`config.mk`:
```
export PLATFORM = sky130hd
export DESIGN_NAME = uart_irq_unit
export DESIGN_NICKNAME = d
export VERILOG_FILES = /design/src/rtl/uart_irq_pkg.sv /design/src/rtl/uart_irq_ctrl.sv /design/src/rtl/uart_irq_dp.sv /design/src/rtl/uart_irq_unit.sv
export SDC_FILE = /design/constraint.sdc
export NUM_CORES = 1
export LEC_CHECK = 0
export BUFFER_PORTS_ARGS = -buffer_cell sky130_fd_sc_hd__buf_2
export CORE_MARGIN = 4
export CORE_UTILIZATION = 48
export CTS_CLUSTER_SIZE = 24
export DETAILED_ROUTE_END_ITERATION = 16
export PLACE_DENSITY = 0.86
export SLEW_MARGIN = 10
export SYNTH_ARGS = -nofsm -noshare
export SYNTH_HDL_FRONTEND = slang
export SYNTH_HIERARCHICAL = 1
export SYNTH_SLANG_ARGS = --single-unit
```
`constraint.sdc`:
```
create_clock -name clk -period 1.9 [get_ports clk]
set_clock_uncertainty 0.1 [all_clocks]
set_input_delay 0.095 -clock clk [delete_from_list [all_inputs] [get_ports clk]]
set_output_delay 0.095 -clock clk [all_outputs]
set_load 0.1 [all_outputs]
```
`src/rtl/uart_irq_pkg.sv`:
```
package uart_irq_pkg;

  // Cause indices, lowest index has highest priority; id code = index + 1.
  localparam int NUM_SRC    = 6;
  localparam int SRC_LINE   = 0;
  localparam int SRC_RXRDY  = 1;
  localparam int SRC_RXTO   = 2;
  localparam int SRC_THRE   = 3;
  localparam int SRC_TXDONE = 4;
  localparam int SRC_MODEM  = 5;

  // Enable vector bit positions.
  localparam int NUM_EN    = 5;
  localparam int EN_RX     = 0;
  localparam int EN_THRE   = 1;
  localparam int EN_LINE   = 2;
  localparam int EN_MODEM  = 3;
  localparam int EN_TXDONE = 4;

  // Line flag bit positions.
  localparam int NUM_LINE = 5;
  localparam int LF_PAR   = 0;
  localparam int LF_FRM   = 1;
  localparam int LF_OVR   = 2;
  localparam int LF_BRK   = 3;
  localparam int LF_ADDR  = 4;

  typedef enum logic [2:0] {
    ID_NONE   = 3'd0,
    ID_LINE   = 3'd1,
    ID_RXRDY  = 3'd2,
    ID_RXTO   = 3'd3,
    ID_THRE   = 3'd4,
    ID_TXDONE = 3'd5,
    ID_MODEM  = 3'd6
  } irq_id_e;

  // Strobes from control to datapath.
  typedef struct packed {
    logic                threSet;
    logic                txClr;
    logic                doneSet;
    logic                rdyLevel;
    logic                toRestart;
    logic                toTick;
    logic                toEmpty;
    logic [NUM_LINE-1:0] lineSet;
    logic                lineClr;
    logic                msSet;
    logic                msClr;
  } irq_strobe_t;

endpackage

```
`src/rtl/uart_irq_ctrl.sv`:
```
module uart_irq_ctrl
  import uart_irq_pkg::*;
#(
  parameter int CW = 5
) (
  input  logic               clk,
  input  logic               rstN,
  input  logic [NUM_EN-1:0]  intEnable,
  input  logic               fifoEn,
  input  logic               nineBit,
  input  logic [CW-1:0]      trigLevel,
  input  logic               thrEmpty,
  input  logic               thrWrite,
  input  logic               txShiftDone,
  input  logic [CW-1:0]      rxCount,
  input  logic               rxWrite,
  input  logic               rxRead,
  input  logic               bitTick,
  input  logic               rxParity,
  input  logic               rxFraming,
  input  logic               rxBreak,
  input  logic               rxOverrun,
  input  logic               lsrRead,
  input  logic               modemDelta,
  input  logic               msrRead,
  input  logic [NUM_SRC-1:0] pendVec,
  output irq_strobe_t        strb,
  output logic               irq,
  output logic [2:0]         intId
);

  logic prevEmpty;
  logic rxAccess;
  logic toArmed;
  logic notEmpty;
  logic [NUM_SRC-1:0] srcEn;
  logic [NUM_SRC-1:0] live;

  // Edge detect on the hold-register-empty level.
  always_ff @(posedge clk or negedge rstN) begin
    if (!rstN) prevEmpty <= 1'b0;
    else       prevEmpty <= thrEmpty;
  end

  always_comb begin
    notEmpty = (rxCount != '0);
    rxAccess = rxRead | rxWrite;
    toArmed  = fifoEn & notEmpty & (rxCount < trigLevel);

    strb           = '0;
    strb.threSet   = thrEmpty & ~prevEmpty;
    strb.txClr     = thrWrite;
    strb.doneSet   = txShiftDone;
    strb.rdyLevel  = fifoEn ? (notEmpty & (rxCount >= trigLevel)) : notEmpty;
    strb.toRestart = ~toArmed | rxAccess;
    strb.toTick    = bitTick;
    strb.toEmpty   = ~notEmpty;
    strb.lineSet[LF_PAR]  = rxWrite & rxParity & ~nineBit;
    strb.lineSet[LF_ADDR] = rxWrite & rxParity & nineBit;
    strb.lineSet[LF_FRM]  = rxWrite & rxFraming;
    strb.lineSet[LF_BRK]  = rxWrite & rxBreak;
    strb.lineSet[LF_OVR]  = rxOverrun;
    strb.lineClr   = lsrRead;
    strb.msSet     = modemDelta;
    strb.msClr     = msrRead;
  end

  // Expand the enable vector onto the cause vector.
  always_comb begin
    srcEn             = '0;
    srcEn[SRC_LINE]   = intEnable[EN_LINE];
    srcEn[SRC_RXRDY]  = intEnable[EN_RX];
    srcEn[SRC_RXTO]   = intEnable[EN_RX];
    srcEn[SRC_THRE]   = intEnable[EN_THRE];
    srcEn[SRC_TXDONE] = intEnable[EN_TXDONE];
    srcEn[SRC_MODEM]  = intEnable[EN_MODEM];
  end

  assign live = pendVec & srcEn;
  assign irq  = |live;

  // Priority encode: scanning downward, the lowest set index remains.
  always_comb begin
    intId = ID_NONE;
    for (int i = NUM_SRC - 1; i >= 0; i--) begin
      if (live[i]) intId = 3'(i + 1);
    end
  end

endmodule

```
`src/rtl/uart_irq_dp.sv`:
```
module uart_irq_dp
  import uart_irq_pkg::*;
#(
  parameter int CHAR_TICKS = 10,
  parameter int TO_CHARS   = 4
) (
  input  logic                clk,
  input  logic                rstN,
  input  irq_strobe_t         strb,
  output logic [NUM_SRC-1:0]  pendVec,
  output logic [NUM_LINE-1:0] lineStatus
);

  localparam int TO_TICKS = CHAR_TICKS * TO_CHARS;
  localparam int TW       = $clog2(TO_TICKS + 1);

  logic [TW-1:0] toCnt;
  logic          toHit;
  logic          rdyPend;
  logic          toPend;
  logic          threPend;
  logic          donePend;
  logic          msPend;
  logic [NUM_LINE-1:0] lineFlag;

  assign toHit = ~strb.toRestart & strb.toTick & (toCnt == TW'(TO_TICKS - 1));

  // Silence counter in bit ticks, saturating at the limit.
  always_ff @(posedge clk or negedge rstN) begin
    if (!rstN)                                       toCnt <= '0;
    else if (strb.toRestart)                         toCnt <= '0;
    else if (strb.toTick && toCnt != TW'(TO_TICKS))  toCnt <= toCnt + 1'b1;
  end

  always_ff @(posedge clk or negedge rstN) begin
    if (!rstN) begin
      rdyPend  <= 1'b0;
      toPend   <= 1'b0;
      threPend <= 1'b0;
      donePend <= 1'b0;
      msPend   <= 1'b0;
    end else begin
      rdyPend <= strb.rdyLevel;

      if (strb.toEmpty)  toPend <= 1'b0;
      else if (toHit)    toPend <= 1'b1;

      if (strb.txClr)        threPend <= 1'b0;
      else if (strb.threSet) threPend <= 1'b1;

      if (strb.txClr)        donePend <= 1'b0;
      else if (strb.doneSet) donePend <= 1'b1;

      if (strb.msSet)        msPend <= 1'b1;
      else if (strb.msClr)   msPend <= 1'b0;
    end
  end

  // Sticky line flags: a new event beats the clearing read.
  for (genvar g = 0; g < NUM_LINE; g++) begin : gLine
    always_ff @(posedge clk or negedge rstN) begin
      if (!rstN)                 lineFlag[g] <= 1'b0;
      else if (strb.lineSet[g])  lineFlag[g] <= 1'b1;
      else if (strb.lineClr)     lineFlag[g] <= 1'b0;
    end
  end

  always_comb begin
    pendVec             = '0;
    pendVec[SRC_LINE]   = |lineFlag;
    pendVec[SRC_RXRDY]  = rdyPend;
    pendVec[SRC_RXTO]   = toPend;
    pendVec[SRC_THRE]   = threPend;
    pendVec[SRC_TXDONE] = donePend;
    pendVec[SRC_MODEM]  = msPend;
  end

  assign lineStatus = lineFlag;

endmodule

```
`src/rtl/uart_irq_unit.sv`:
```
module uart_irq_unit
  import uart_irq_pkg::*;
#(
  parameter int FIFO_DEPTH = 16,
  parameter int CHAR_TICKS = 10,
  parameter int TO_CHARS   = 4,
  localparam int CW        = $clog2(FIFO_DEPTH + 1)
) (
  input  logic          clk,
  input  logic          rstN,
  input  logic [4:0]    intEnable,
  input  logic          fifoEn,
  input  logic          nineBit,
  input  logic [CW-1:0] trigLevel,
  input  logic          thrEmpty,
  input  logic          thrWrite,
  input  logic          txShiftDone,
  input  logic [CW-1:0] rxCount,
  input  logic          rxWrite,
  input  logic          rxRead,
  input  logic          bitTick,
  input  logic          rxParity,
  input  logic          rxFraming,
  input  logic          rxBreak,
  input  logic          rxOverrun,
  input  logic          lsrRead,
  input  logic          modemDelta,
  input  logic          msrRead,
  output logic          irq,
  output logic [2:0]    intId,
  output logic [4:0]    lineStatus
);

  irq_strobe_t        strb;
  logic [NUM_SRC-1:0] pendVec;

  uart_irq_ctrl #(.CW(CW)) u_ctrl (
    .clk         (clk),
    .rstN        (rstN),
    .intEnable   (intEnable),
    .fifoEn      (fifoEn),
    .nineBit     (nineBit),
    .trigLevel   (trigLevel),
    .thrEmpty    (thrEmpty),
    .thrWrite    (thrWrite),
    .txShiftDone (txShiftDone),
    .rxCount     (rxCount),
    .rxWrite     (rxWrite),
    .rxRead      (rxRead),
    .bitTick     (bitTick),
    .rxParity    (rxParity),
    .rxFraming   (rxFraming),
    .rxBreak     (rxBreak),
    .rxOverrun   (rxOverrun),
    .lsrRead     (lsrRead),
    .modemDelta  (modemDelta),
    .msrRead     (msrRead),
    .pendVec     (pendVec),
    .strb        (strb),
    .irq         (irq),
    .intId       (intId)
  );

  uart_irq_dp #(.CHAR_TICKS(CHAR_TICKS), .TO_CHARS(TO_CHARS)) u_dp (
    .clk        (clk),
    .rstN       (rstN),
    .strb       (strb),
    .pendVec    (pendVec),
    .lineStatus (lineStatus)
  );

endmodule

```
==> results.cfg <==
[logic_synthesis]
synth_compound_area_share_pct = 15.1
synth_area_leader_cell = dfrtp_1
synthMuxAreaShare_pct = 0
yosys_register_bits = 17
synth_area_per_cell_um2 = 9.18
synthArstFlopShare_pct = 100
yosysSeqAreaShare_pct = 37.7
yosys.area_share.simple_pct = 24.8
synth_xor_area_share_pct = 1.55
ys_warn_count = 6
synth_edf_count = 0
yosys-top-cells-area = dfrtp_1 (38%), buf_4 (8.0%), ha_1 (7.8%), a21o_1 (4.0%), inv_1 (3.7%)
synth_area_um2 = 1130
syn-num-nets = 162
synth_top_family_by_area = simple AND/OR/NAND/NOR gates
synth_fa_ha_area_share_pct = 7.76
synth_top_area_share_pct = 37.7
syn_inst = 123
netlist-cell-type-count = 41
synthFlopType = dfrtp_1

[sta]
slew_violations = 0
fin_ws_ns = 0.0729
max_freq_ghz = 0.547
rsz0062_at_grt = true
post-route-period-util_pct = 96.2
setup_violations = 0
holdWs_ns = 0.0480
slew_headroom_pct = 67.6
fin_crit_ns = 1.83
tightest_slew_ns = 0.489
hold_viol = 0

[drt]
vias = 1035
routed_wl_mm = 2.53
vias_per_cell = 5.36
wire_per_inst_um = 13.1
route.detailed.drc = 0
drt_first_pass_iters = 4
initialDrtViolationCount = 15
antenna_left = 0

[finish]
synthToLayoutAreaGrowth_pct = 29.3
stdcell_area_um2 = 1460
drive_gt1_share_pct = 34.5
nNetsFinal = 205
antenna_cells = 0

[worst_setup_path]
cp-start-kind = input port
crit_required_ns = 2.03
arrival_ns = 1.95
critPathKind = input port to flop
reg2reg_to = u_dp/toCnt[2]$_DFFE_PN0P_
r2r-start = u_dp/toCnt[0]$_DFFE_PN0P_
reg2reg_setup_slack_ns = 0.36
crit_path_end_kind = flop
reg2reg_depth = 5
crit_slowest_cell = dlygate4sd3_1
cp_max_fo = 9
timing.critical_path.mode_cell = inv_1
cp_slowest_stage_delay_ns = 0.53
cp_cell_sequence = dlygate4sd3_1, buf_2, inv_1, ha_1, inv_1, a211oi_1, nand3b_1, nor3b_1, a41oi_1, nor2_1

[floorplan]
die_x_um = 56.5
die_area_um2 = 3190
io_pins = 41
fp.dieH_um = 56.5
start_util_pct = 50.5
placementRows = 17
placeableCoreArea_um2 = 2230

[power_and_ir_drop]
vdd_drop_max_v = 0.000440
powerDensity_nw_per_um2 = 604
power_uw = 882
leakage_uw = 0.000723

[placement]
placed_area_um2 = 1310
post-place-ws_ns = 0.00418
gp_congestion = 0.788
portBuffers = 40
dp_hpwl_mm = 1.99

[cts]
path_clk_slew_ns = 0.09
numCtsBuffers = 3
cts-htree-levels = 1
clock_path_buffers = 2
clk_latency_ns = 0.29
clockRootBuffer = clkbuf_4
cts_tree = done
clkSinkCount = 17

[grt]
gr-total-overflow = 0
grt_max_degree = 18
grt_antenna_before_repair = 0
grt_use_total_pct = 16.6
grt_pass1_vias = 1052
grt_pass1_wl_mm = 4.22

[job]
drv_cap = 0

[min_path]
hp-class = input port to flop
whs_path_depth = 3
worstHoldStart = rxParity
min_to = u_dp/lineStatus[4]$_DFFE_PN0P_

[outcome]
outcome = finished, final reports clean
## sequential cells by signal, indices dropped and copies added (netlist names)
register / count
u_dp/donePend: 1
u_dp/toPend: 1
u_dp/lineStatus: 5
u_dp/msPend: 1
u_dp/rdyPend: 1
u_dp/toCnt: 6
u_dp/threPend: 1
u_ctrl/prevEmpty: 1
## layer usage
| layer | GRT usage, % | wire length, µm | part of all wire [%] | vias to the layer above |
|---|---|---|---|---|
| li1 | - | - | - | 503 |
| met1 | 18.4 | 988 | 39 | 488 |
| met2 | 29.4 | 1310 | 52 | 40 |
| met3 | 2.53 | 178 | 7.0 | 4 |
| met4 | 10.2 | 46 | 1.8 | 0 |
| met5 | 0 | 0 | 0 | - |
## worst max-delay path: cells and delay by family
family	cells	cell delay (ns)
buffers and inverters	4	0.76
AND/OR/NAND/NOR	3	0.65
adder cells (fa/ha/maj)	1	0.12
AO/OA/AOI/OAI	2	0.32
## power by group
group / switching [µW] / internal [µW]
clock network: 105 / 81.7
registers: 14.4 / 380
logic: 200 / 101
total: 319 / 563
## repair_timing
item | 4_1_cts | 5_1_grt
buffers inserted | 0 | 0
endpoints found under the hold margin | 26 | 0
setup endpoints to repair | 0 | 4
hold buffers | 11 | 0
resized for setup | 0 | 2
## metrics by stage
step / setup TNS, ns / std cells / util, %
global route: -0.00330 / 193 / 65.3
floorplan: -0.489 / 123 / -
detailed placement: 0 / 178 / 58.8
finish: 0 / 193 / 65.3
global placement: 0 / 178 / 58.8
CTS: 0 / 193 / 64.9
## cell usage in the layout, fill, tap and decap left out, types with 3 or more instances in the layout
master,instances
buf_2,38
dfrtp_1,14
dlygate4sd3_1,11
inv_1,11
nand2_1,11
nor2_1,10
ha_1,7
a21o_1,6
clkbuf_4,3
and2_1,3
a21oi_1,3
nand4b_1,3
dfrtp_2,3
## cell families (layout without fill, tap and decap cells)
| family | count (synthesis) | in the layout |
|---|---|---|
| xor gates and xnor gates | 2 | 2 |
| adders and majority gates | 7 | 7 |
| buffers and inverters | 25 | 67 |
| and+or+nand+nor | 48 | 48 |
| AOI/OAI and AO/OA | 24 | 24 |
| DFF | 17 | 17 |
## cell type report
class	count	area, µm²
clock buffer	4	26.3
fill	184	774
timing repair buffer	52	348
inverter	11	41.3
sequential	17	429
multi-input combinational	81	579
tap	28	35.0
## Yosys cell counts (2+ instances only)
cell      count
nand3_1       2
and2_1        3
nor3b_1       2
inv_1        11
buf_4        12
a21o_1        6
nor2b_1       2
dfrtp_1      17
nand2_1      11
or3_1         2
a21oi_1       3
nand4_1       2
o21ai_0       2
nor2_1       11
ha_1          7
o21ai_1       2
nand4b_1      3
xor2_1        2
## worst max-delay path by stage
stage | slack, ns | endpoint | cells after the start | start
2_1_floorplan | -0.29 | intId[1] | 4 | u_dp/lineStatus[2]$_DFFE_PN0P_
3_3_place_gp | 0.11 | u_dp/toCnt[1]$_DFFE_PN0P_ | 8 | trigLevel[4]
3_5_place_dp | 0.004 | u_dp/toPend$_DFFE_PN0P_ | 9 | trigLevel[4]
4_1_cts | 0.004 | irq | 4 | u_dp/donePend$_DFFE_PN0P_
5_1_grt | -0.003 | u_dp/toCnt[0]$_DFFE_PN0P_ | 10 | rxCount[0]
6_report | 0.07 | u_dp/toPend$_DFFE_PN0P_ | 10 | rxCount[0]
Power figures use the tool's default switching activity.
